File: config.mk
export PLATFORM = sky130hd
export DESIGN_NAME = frame_ring_ptr
export DESIGN_NICKNAME = d
export VERILOG_FILES = /design/src/rtl/frr_pkg.sv /design/src/rtl/frr_ptr_bank.sv /design/src/rtl/frr_occupancy.sv /design/src/rtl/frr_span_clip.sv /design/src/rtl/frame_ring_ptr.sv
export SDC_FILE = /design/constraint.sdc
export NUM_CORES = 1
export LEC_CHECK = 0
export ABC_CLOCK_PERIOD_IN_PS = 2800
export CORE_UTILIZATION = 55
export CTS_CLUSTER_DIAMETER = 150
export DETAILED_ROUTE_END_ITERATION = 8
export GPL_ROUTABILITY_DRIVEN = 0
export PLACE_DENSITY = 0.83
export SLEW_MARGIN = 20
export SYNTH_ARGS = -nofsm -noshare
export SYNTH_HDL_FRONTEND = slang
export SYNTH_SLANG_ARGS = --single-unit
File: constraint.sdc
create_clock -name clk -period 2.8 [get_ports clk]
set_clock_uncertainty 0.15 [all_clocks]
set_input_delay 0.56 -clock clk [delete_from_list [all_inputs] [get_ports clk]]
set_output_delay 0.56 -clock clk [all_outputs]
set_load 0.005 [all_outputs]
File: src/rtl/frr_pkg.sv
package frr_pkg;

  typedef enum logic [2:0] {
    OP_IDLE    = 3'd0,
    OP_RESERVE = 3'd1,
    OP_COMMIT  = 3'd2,
    OP_PEEK    = 3'd3,
    OP_DISCARD = 3'd4,
    OP_FLUSH   = 3'd5,
    OP_BULK_RD = 3'd6,
    OP_BULK_WR = 3'd7
  } frr_op_e;

  // Pointer slots inside the pointer bank
  localparam int PI_WC   = 0;  // committed write
  localparam int PI_WA   = 1;  // allocated write
  localparam int PI_RD   = 2;  // discarded read
  localparam int PI_RP   = 3;  // peeked read
  localparam int NUM_PTR = 4;

endpackage

File: src/rtl/frr_ptr_bank.sv
module frr_ptr_bank #(
  parameter int PW   = 7,
  parameter int NPTR = 4
) (
  input  logic                     clk,
  input  logic                     rst_n,
  input  logic [NPTR-1:0]          en_i,
  input  logic [NPTR-1:0][PW-1:0]  d_i,
  output logic [NPTR-1:0][PW-1:0]  q_o
);

  for (genvar i = 0; i < NPTR; i++) begin : g_ptr
    logic [PW-1:0] ptr_r;
    always_ff @(posedge clk or negedge rst_n) begin
      if (!rst_n)       ptr_r <= '0;
      else if (en_i[i]) ptr_r <= d_i[i];
    end
    assign q_o[i] = ptr_r;
  end

endmodule

File: src/rtl/frr_occupancy.sv
module frr_occupancy #(
  parameter int PW = 7
) (
  input  logic [PW-1:0] wc_i,
  input  logic [PW-1:0] wa_i,
  input  logic [PW-1:0] rd_i,
  input  logic [PW-1:0] rp_i,
  output logic [PW-1:0] alloc_o,
  output logic [PW-1:0] valid_o,
  output logic [PW-1:0] unseen_o,
  output logic [PW-1:0] free_o
);

  localparam logic [PW-1:0] ONE = PW'(1);

  // PW-bit subtraction wraps modulo the ring length on its own
  always_comb begin
    alloc_o  = wa_i - rd_i;
    valid_o  = wc_i - rd_i;
    unseen_o = wc_i - rp_i;
    free_o   = rd_i - wa_i - ONE;
  end

endmodule

File: src/rtl/frr_span_clip.sv
module frr_span_clip #(
  parameter int PW = 7
) (
  input  logic [PW:0]   req_i,
  input  logic [PW-1:0] avail_i,
  input  logic [PW-1:0] ptr_i,
  output logic [PW:0]   n_o
);

  localparam logic [PW:0] RING = (PW+1)'(1) << PW;

  logic [PW:0] room;
  logic [PW:0] avail_x;
  logic [PW:0] lim;

  always_comb begin
    room    = RING - {1'b0, ptr_i};
    avail_x = {1'b0, avail_i};
    lim     = (req_i < avail_x) ? req_i : avail_x;
    n_o     = (lim < room) ? lim : room;
  end

endmodule

File: src/rtl/frame_ring_ptr.sv
module frame_ring_ptr
  import frr_pkg::*;
#(
  parameter int          PW      = 7,
  parameter int          MF_LOG2 = 4,
  parameter int          OFS_W   = 16,
  parameter int unsigned BASE    = 0
) (
  input  logic                 clk,
  input  logic                 rst_n,
  input  logic [2:0]           op_i,
  input  logic [PW:0]          req_len_i,
  output logic                 rsp_grant_o,
  output logic [PW:0]          rsp_len_o,
  output logic [OFS_W-1:0]     rsp_ofs_o,
  output logic [OFS_W-5:0]     rsp_mf_o,
  output logic [OFS_W+2:0]     rsp_word_o,
  output logic [PW-1:0]        cnt_alloc_o,
  output logic [PW-1:0]        cnt_valid_o,
  output logic [PW-1:0]        cnt_unseen_o,
  output logic [PW-1:0]        cnt_free_o
);

  localparam int              MF       = 1 << MF_LOG2;
  localparam logic [PW-1:0]   MF_P     = PW'(MF);
  localparam logic [PW:0]     MF_LEN   = (PW+1)'(MF);
  localparam logic [PW-1:0]   ALIGN_M  = ~(MF_P - PW'(1));
  localparam logic [OFS_W-1:0] BASE_O  = OFS_W'(BASE);

  // Reset: asserted asynchronously, released on the clock
  logic rst_meta, rst_q;
  always_ff @(posedge clk or negedge rst_n) begin
    if (!rst_n) begin
      rst_meta <= 1'b0;
      rst_q    <= 1'b0;
    end else begin
      rst_meta <= 1'b1;
      rst_q    <= rst_meta;
    end
  end

  // Pointer bank
  logic [NUM_PTR-1:0]         ptr_en;
  logic [NUM_PTR-1:0][PW-1:0] ptr_d;
  logic [NUM_PTR-1:0][PW-1:0] ptr_q;

  frr_ptr_bank #(.PW(PW), .NPTR(NUM_PTR)) u_bank (
    .clk  (clk),
    .rst_n(rst_q),
    .en_i (ptr_en),
    .d_i  (ptr_d),
    .q_o  (ptr_q)
  );

  logic [PW-1:0] wc, wa, rd, rp;
  assign wc = ptr_q[PI_WC];
  assign wa = ptr_q[PI_WA];
  assign rd = ptr_q[PI_RD];
  assign rp = ptr_q[PI_RP];

  // Occupancy
  logic [PW-1:0] c_alloc, c_valid, c_unseen, c_free;

  frr_occupancy #(.PW(PW)) u_occ (
    .wc_i    (wc),
    .wa_i    (wa),
    .rd_i    (rd),
    .rp_i    (rp),
    .alloc_o (c_alloc),
    .valid_o (c_valid),
    .unseen_o(c_unseen),
    .free_o  (c_free)
  );

  assign cnt_alloc_o  = c_alloc;
  assign cnt_valid_o  = c_valid;
  assign cnt_unseen_o = c_unseen;
  assign cnt_free_o   = c_free;

  // Run clipping for the two bulk directions
  logic [PW:0] n_rd, n_wr;

  frr_span_clip #(.PW(PW)) u_clip_rd (
    .req_i  (req_len_i),
    .avail_i(c_unseen),
    .ptr_i  (rp),
    .n_o    (n_rd)
  );

  frr_span_clip #(.PW(PW)) u_clip_wr (
    .req_i  (req_len_i),
    .avail_i(c_free),
    .ptr_i  (wc),
    .n_o    (n_wr)
  );

  // Next-state logic
  frr_op_e          op;
  logic             grant_d;
  logic [PW:0]      len_d;
  logic [PW-1:0]    sel_ptr;
  logic [PW-1:0]    flush_ptr;
  logic [PW-1:0]    rd_adv, wr_adv;

  assign op        = frr_op_e'(op_i);
  assign flush_ptr = wc & ALIGN_M;
  assign rd_adv    = rp + n_rd[PW-1:0];
  assign wr_adv    = wc + n_wr[PW-1:0];

  always_comb begin
    ptr_en  = '0;
    ptr_d   = ptr_q;
    grant_d = 1'b0;
    len_d   = '0;
    sel_ptr = '0;
    unique case (op)
      OP_RESERVE: begin
        if (c_free >= MF_P) begin
          grant_d       = 1'b1;
          len_d         = MF_LEN;
          sel_ptr       = wa;
          ptr_en[PI_WA] = 1'b1;
          ptr_d[PI_WA]  = wa + MF_P;
        end
      end
      OP_COMMIT: begin
        grant_d       = 1'b1;
        len_d         = MF_LEN;
        sel_ptr       = wc;
        ptr_en[PI_WC] = 1'b1;
        ptr_d[PI_WC]  = wc + MF_P;
      end
      OP_PEEK: begin
        if (c_unseen >= MF_P) begin
          grant_d       = 1'b1;
          len_d         = MF_LEN;
          sel_ptr       = rp;
          ptr_en[PI_RP] = 1'b1;
          ptr_d[PI_RP]  = rp + MF_P;
        end
      end
      OP_DISCARD: begin
        grant_d       = 1'b1;
        len_d         = MF_LEN;
        sel_ptr       = rd;
        ptr_en[PI_RD] = 1'b1;
        ptr_d[PI_RD]  = rd + MF_P;
      end
      OP_FLUSH: begin
        grant_d       = 1'b1;
        sel_ptr       = flush_ptr;
        ptr_en[PI_RD] = 1'b1;
        ptr_en[PI_RP] = 1'b1;
        ptr_d[PI_RD]  = flush_ptr;
        ptr_d[PI_RP]  = flush_ptr;
      end
      OP_BULK_RD: begin
        if (n_rd != '0) begin
          grant_d       = 1'b1;
          len_d         = n_rd;
          sel_ptr       = rp;
          ptr_en[PI_RD] = 1'b1;
          ptr_en[PI_RP] = 1'b1;
          ptr_d[PI_RD]  = rd_adv;
          ptr_d[PI_RP]  = rd_adv;
        end
      end
      OP_BULK_WR: begin
        if (n_wr != '0) begin
          grant_d       = 1'b1;
          len_d         = n_wr;
          sel_ptr       = wc;
          ptr_en[PI_WC] = 1'b1;
          ptr_en[PI_WA] = 1'b1;
          ptr_d[PI_WC]  = wr_adv;
          ptr_d[PI_WA]  = wr_adv;
        end
      end
      default: ;
    endcase
  end

  logic [OFS_W-1:0] ofs_d;
  assign ofs_d = grant_d ? (BASE_O + OFS_W'(sel_ptr)) : '0;

  // Response registers
  logic             grant_q;
  logic [PW:0]      len_q;
  logic [OFS_W-1:0] ofs_q;

  always_ff @(posedge clk or negedge rst_q) begin
    if (!rst_q) begin
      grant_q <= 1'b0;
      len_q   <= '0;
      ofs_q   <= '0;
    end else begin
      grant_q <= grant_d;
      len_q   <= len_d;
      ofs_q   <= ofs_d;
    end
  end

  assign rsp_grant_o = grant_q;
  assign rsp_len_o   = len_q;
  assign rsp_ofs_o   = ofs_q;
  assign rsp_mf_o    = ofs_q[OFS_W-1:MF_LOG2];
  assign rsp_word_o  = {ofs_q, 3'b000};

  // Assertions
  assert_reserve_gate_R3: assert property (@(posedge clk) disable iff (!rst_q)
    (op_i == OP_RESERVE && cnt_free_o < MF_P) |=> (!rsp_grant_o && $stable(cnt_alloc_o)));

  assert_peek_gate_R5: assert property (@(posedge clk) disable iff (!rst_q)
    (op_i == OP_PEEK && cnt_unseen_o < MF_P) |=> (!rsp_grant_o && $stable(cnt_unseen_o)));

  assert_flush_align_R7: assert property (@(posedge clk) disable iff (!rst_q)
    (op_i == OP_FLUSH) |=> (cnt_valid_o == cnt_unseen_o && cnt_valid_o < MF_P));

  assert_bulk_rd_limit_R8: assert property (@(posedge clk) disable iff (!rst_q)
    (op_i == OP_BULK_RD) |=> (rsp_len_o <= {1'b0, $past(cnt_unseen_o)}));

  assert_idle_hold_R10: assert property (@(posedge clk) disable iff (!rst_q)
    (op_i == OP_IDLE) |=> (!rsp_grant_o && $stable(cnt_alloc_o) && $stable(cnt_valid_o)
                           && $stable(cnt_unseen_o) && $stable(cnt_free_o)));

endmodule

==> metrics.yaml, run 1 <==
hpwl_um: 17300
ys.flop_type: "dfrtp_1"
clk_path_buf_depth: 2
synth.cell_area_mm2: 0.00542
dieWidth_um: 101
synth_cell_types: 89
haltStage: "5_1_grt"
yosys-top-cells-area: "dfrtp_1 21%, ha_1 16%, buf_4 5.8%"
cts-buffers-inserted: 5
synthArstFlopShare_pct: 100
io_buffers: 66
clock-sinks: 46
clockRootBuffer: "clkbuf_8"
grt_max_degree: 45
dpl_cell_area_mm2: 0.00776
avgSynthCellArea_um2: 8.65
yosysWarnings: 0
cts_max_level: 2
status: "aborted with a tool error"
io_pins: 97
post-place-ws_ns: -4.03
die_y_um: 101
yosysSeqAreaShare_pct: 21.2
rows: 35
firstError: "[ERROR DPL-0038] Utilization greater than 100%, impossible to legalize"
synth-edff-count: 0
synthCells: 627
synth.top_cell.area_share_pct: 21.2
synth_seq_cells: 46
initial_core_util_pct: 57.6
yosysTopAreaCell: "dfrtp_1"
through the flow:
stage | hold WS [ns] | utilization (%) | std cells | setup TNS [ns]
4_1_cts | 0.216 | 94.3 | 1063 | -146.48
3_3_place_gp | 0.190 | 82.4 | 1004 | -134.23
3_5_place_dp | 0.193 | 82.4 | 1004 | -147.95
2_1_floorplan | 0.114 | - | 658 | -120.46
logic make-up after synthesis:
kind of cell,Yosys count,synth area share (%)
simple gates,143,13.7
mux,21,4.43
buf+inv,121,11.7
other cells,2,0.139
flops,46,21.2
fa+ha+maj,75,18.1
xor+xnor,41,6.62
compound gates,178,24.1
Yosys cell counts, types with 8 or more instances:
cell type and count:
nor2_1 26, a31oi_1 8, ha_1 68, nor3_1 12, dfrtp_1 46, inv_1 63
a21oi_1 26, a21o_1 22, buf_4 42, mux2i_1 9, clkbuf_1 9, nand3_1 14
mux2_2 9, xor2_1 15, o21ai_0 37, xnor2_1 26, a22o_1 13, nand2_1 39
repair_timing:
item,4_1_cts
endpoints found under the setup margin,68
hold buffers,0
gates resized for setup,188
pin swaps,69
gates cloned,1
buffers inserted,55
==> run 2: changes to the inputs <==
- CORE_UTILIZATION: 55 -> 40
- CTS_CLUSTER_DIAMETER: 150 -> unset
- PLACE_DENSITY: 0.83 -> unset
- PLACE_DENSITY_LB_ADDON: unset -> 0.15
==> metrics.yaml, run 2 <==
synth.cell_area_mm2: 0.00542  # unchanged
fmax_ghz: 0.146
status: "complete, but fails checks"
syn2layout_area_growth_pct: 72.3
largest_reg_flops: 28
routedWlPerCell_um: 19.9
cts_tree: "yes"
synthCells: 627  # unchanged
clkLatencyLatePin_ns: 0.30
violations: "negative setup slack"
slew-limit-headroom_pct: 60.0
hpwl_um: 16300  # -5.8%
clock-sinks: 46  # unchanged
die_y_um: 118  # +17%
setup_viol: 60
min_path_type: "register to async pin"
startpoint_type: "register"
yosysWarnings: 0  # unchanged
diodes: 0
dieWidth_um: 118  # +17%
nets: 1036
top_register: "u_bank.g_ptr.ptr_r"
crit_type: "register to register"
drv_slew: 0
finalCriticalPeriod_ns: 6.86
synth_seq_cells: 46  # unchanged
grt_max_degree: 45
synth-edff-count: 0  # unchanged
grtUsageTotal_pct: 30.2
io_pins: 97  # unchanged
rsz0062_at_grt: "yes"
cp_slowest_cell: "dfrtp_1"
ys.flop_type: "dfrtp_1"
grt_overflow: 0
ant_nets: 0
cp-end-kind: "register"
hold_viol_final: 0
grt_pass1_vias: 6134
io_buffers: 66  # unchanged
mostFrequentLayoutCell: "buf_4"
synth.top_cell.area_share_pct: 21.2  # unchanged
synth_cell_types: 89  # unchanged
drtIter0Drc: 501
core_area_mm2: 0.0132
cts-buffers-inserted: 5  # unchanged
tightest_slew_ns: 0.600
num_vias: 6356
grt_pass1_wl_um: 32800
layout_common_cells: "229 x buf_4, 47 x buf_6, 45 x inv_1, 45 x ha_1, 44 x clkdlybuf4s50_1"
clk_path_buf_depth: 2  # unchanged
yosysSeqAreaShare_pct: 21.2  # unchanged
clockRootBuffer: "clkbuf_16"
dp.cells: 1064  # +6.0%
clkSlewWorstSetupHoldPaths_ns: 0.07
cts_max_level: 2  # unchanged
synthArstFlopShare_pct: 100  # unchanged
finalCritPeriodShare_pct: 245
post_route_cells_drive_above_1_share_pct: 49.2
wl_um: 22400
setup_ws_ns: -4.06
synthMostInstantiatedCell: "ha_1"
crit_path_max_fanout: 8
slowest_delay_ns: 0.39
vias_per_cell: 5.64
rows: 42  # +20%
yosysTopAreaCell: "dfrtp_1"
dieArea_mm2: 0.0140
dpl_cell_area_mm2: 0.00790  # +1.9%
grt_antenna_before_repair: 0
initial_core_util_pct: 40.9  # -17 points
drc: 0
drt_first_pass_iters: 5
max-cap-violations: 0
final_area_mm2: 0.00934
avgSynthCellArea_um2: 8.65  # unchanged
cts_hold_buf: 0  # unchanged
yosys-top-cells-area: "dfrtp_1 21%, ha_1 16%, buf_4 5.8%"
worstPathRequired_ns: 2.82
critPathArrivalTime_ns: 6.88
final_cells: 1126
synth_common_cells: "68 x ha_1, 63 x inv_1, 46 x dfrtp_1, 42 x buf_4, 39 x nand2_1"
[run 2: metrics by stage]
stage	util, %	hold slack (ns)	setup WS [ns]	setup TNS [ns]
2_1_floorplan	-	0.114	-3.52	-120.46
3_3_place_gp	59.7	0.186	-4.10	-143.33
3_5_place_dp	59.7	0.186	-4.18	-148.29
4_1_cts	67.0	0.201	-4.04	-146.58
5_1_grt	70.5	0.221	-4.34	-155.59
6_report	70.5	0.181	-4.06	-147.58
[run 2: path summary, 6_finish.rpt]
path                                          startpoint                  endpoint  slack (ns)  cells past startpoint
worst min-delay path                               rst_q  u_bank.g_ptr[3].ptr_r[6]        0.18                      0
worst max register to register  u_bank.g_ptr[0].ptr_r[0]  u_bank.g_ptr[2].ptr_r[6]       -4.06                     37
worst min register to register                     rst_q  u_bank.g_ptr[3].ptr_r[6]        0.18                      0
max in group asynchronous                          rst_q  u_bank.g_ptr[0].ptr_r[1]        1.87                      0
min in group clk                                rst_meta                     rst_q        0.20                      0
worst max-delay path            u_bank.g_ptr[0].ptr_r[0]  u_bank.g_ptr[2].ptr_r[6]       -4.06                     37
[run 2: per-layer routing]
| metal | up-vias | wire length, µm | GRT usage (%) | part of all wire, % |
|---|---|---|---|---|
| li1 | 2849 | - | - | - |
| met1 | 3063 | 8770 | 38.3 | 39 |
| met2 | 368 | 10900 | 50.6 | 48 |
| met3 | 76 | 1670 | 4.39 | 7.4 |
| met4 | 0 | 1120 | 13.8 | 5.0 |
| met5 | - | 0 | 0 | 0 |
[run 2: critical path, delay by kind of cell, from the launching register on]
family	cells	cell delay (ns)
AND/OR/NAND/NOR	7	0.83
AO/OA/AOI/OAI	14	2.61
adder cells (fa/ha/maj)	6	1.49
XOR/XNOR	2	0.36
multiplexers	1	0.19
buffers and inverters	7	0.71
flip-flops	1	0.39
[run 2: cells by family (layout without fill, tap and decap cells)]
kind of cell | after synthesis | in the layout | synth area share [%]
AOI/OAI and AO/OA | 178 | 179 | 24.1
and+or+nand+nor | 143 | 143 | 13.7
buffers and inverters | 121 | 412 | 11.7
adders and majority gates | 75 | 75 | 18.1
DFF | 46 | 46 | 21.2
xor gates and xnor gates | 41 | 41 | 6.62
muxes | 21 | 21 | 4.43
other | 2 | 33 | 0.139
[run 2: repair_timing]
item | 4_1_cts | 5_1_grt
resized for setup | 166 | 102
cloned | 1 | 0
setup endpoints to repair | 68 | 63
pin swaps | 57 | 63
setup buffers | 33 | 29
[run 2: cell type report]
cell class	instances	area (µm²)
tap	176	220
inverter	64	255
clock inverter	3	43.8
sequential	46	1160
timing repair buffer	340	2840
multi-input combinational	492	4690
fill	969	3900
clock buffer	5	125
Power of run 2 is left out: the tool's default activity adds up to more than one toggle a clock period on the data nets, which glitch-free logic cannot reach.
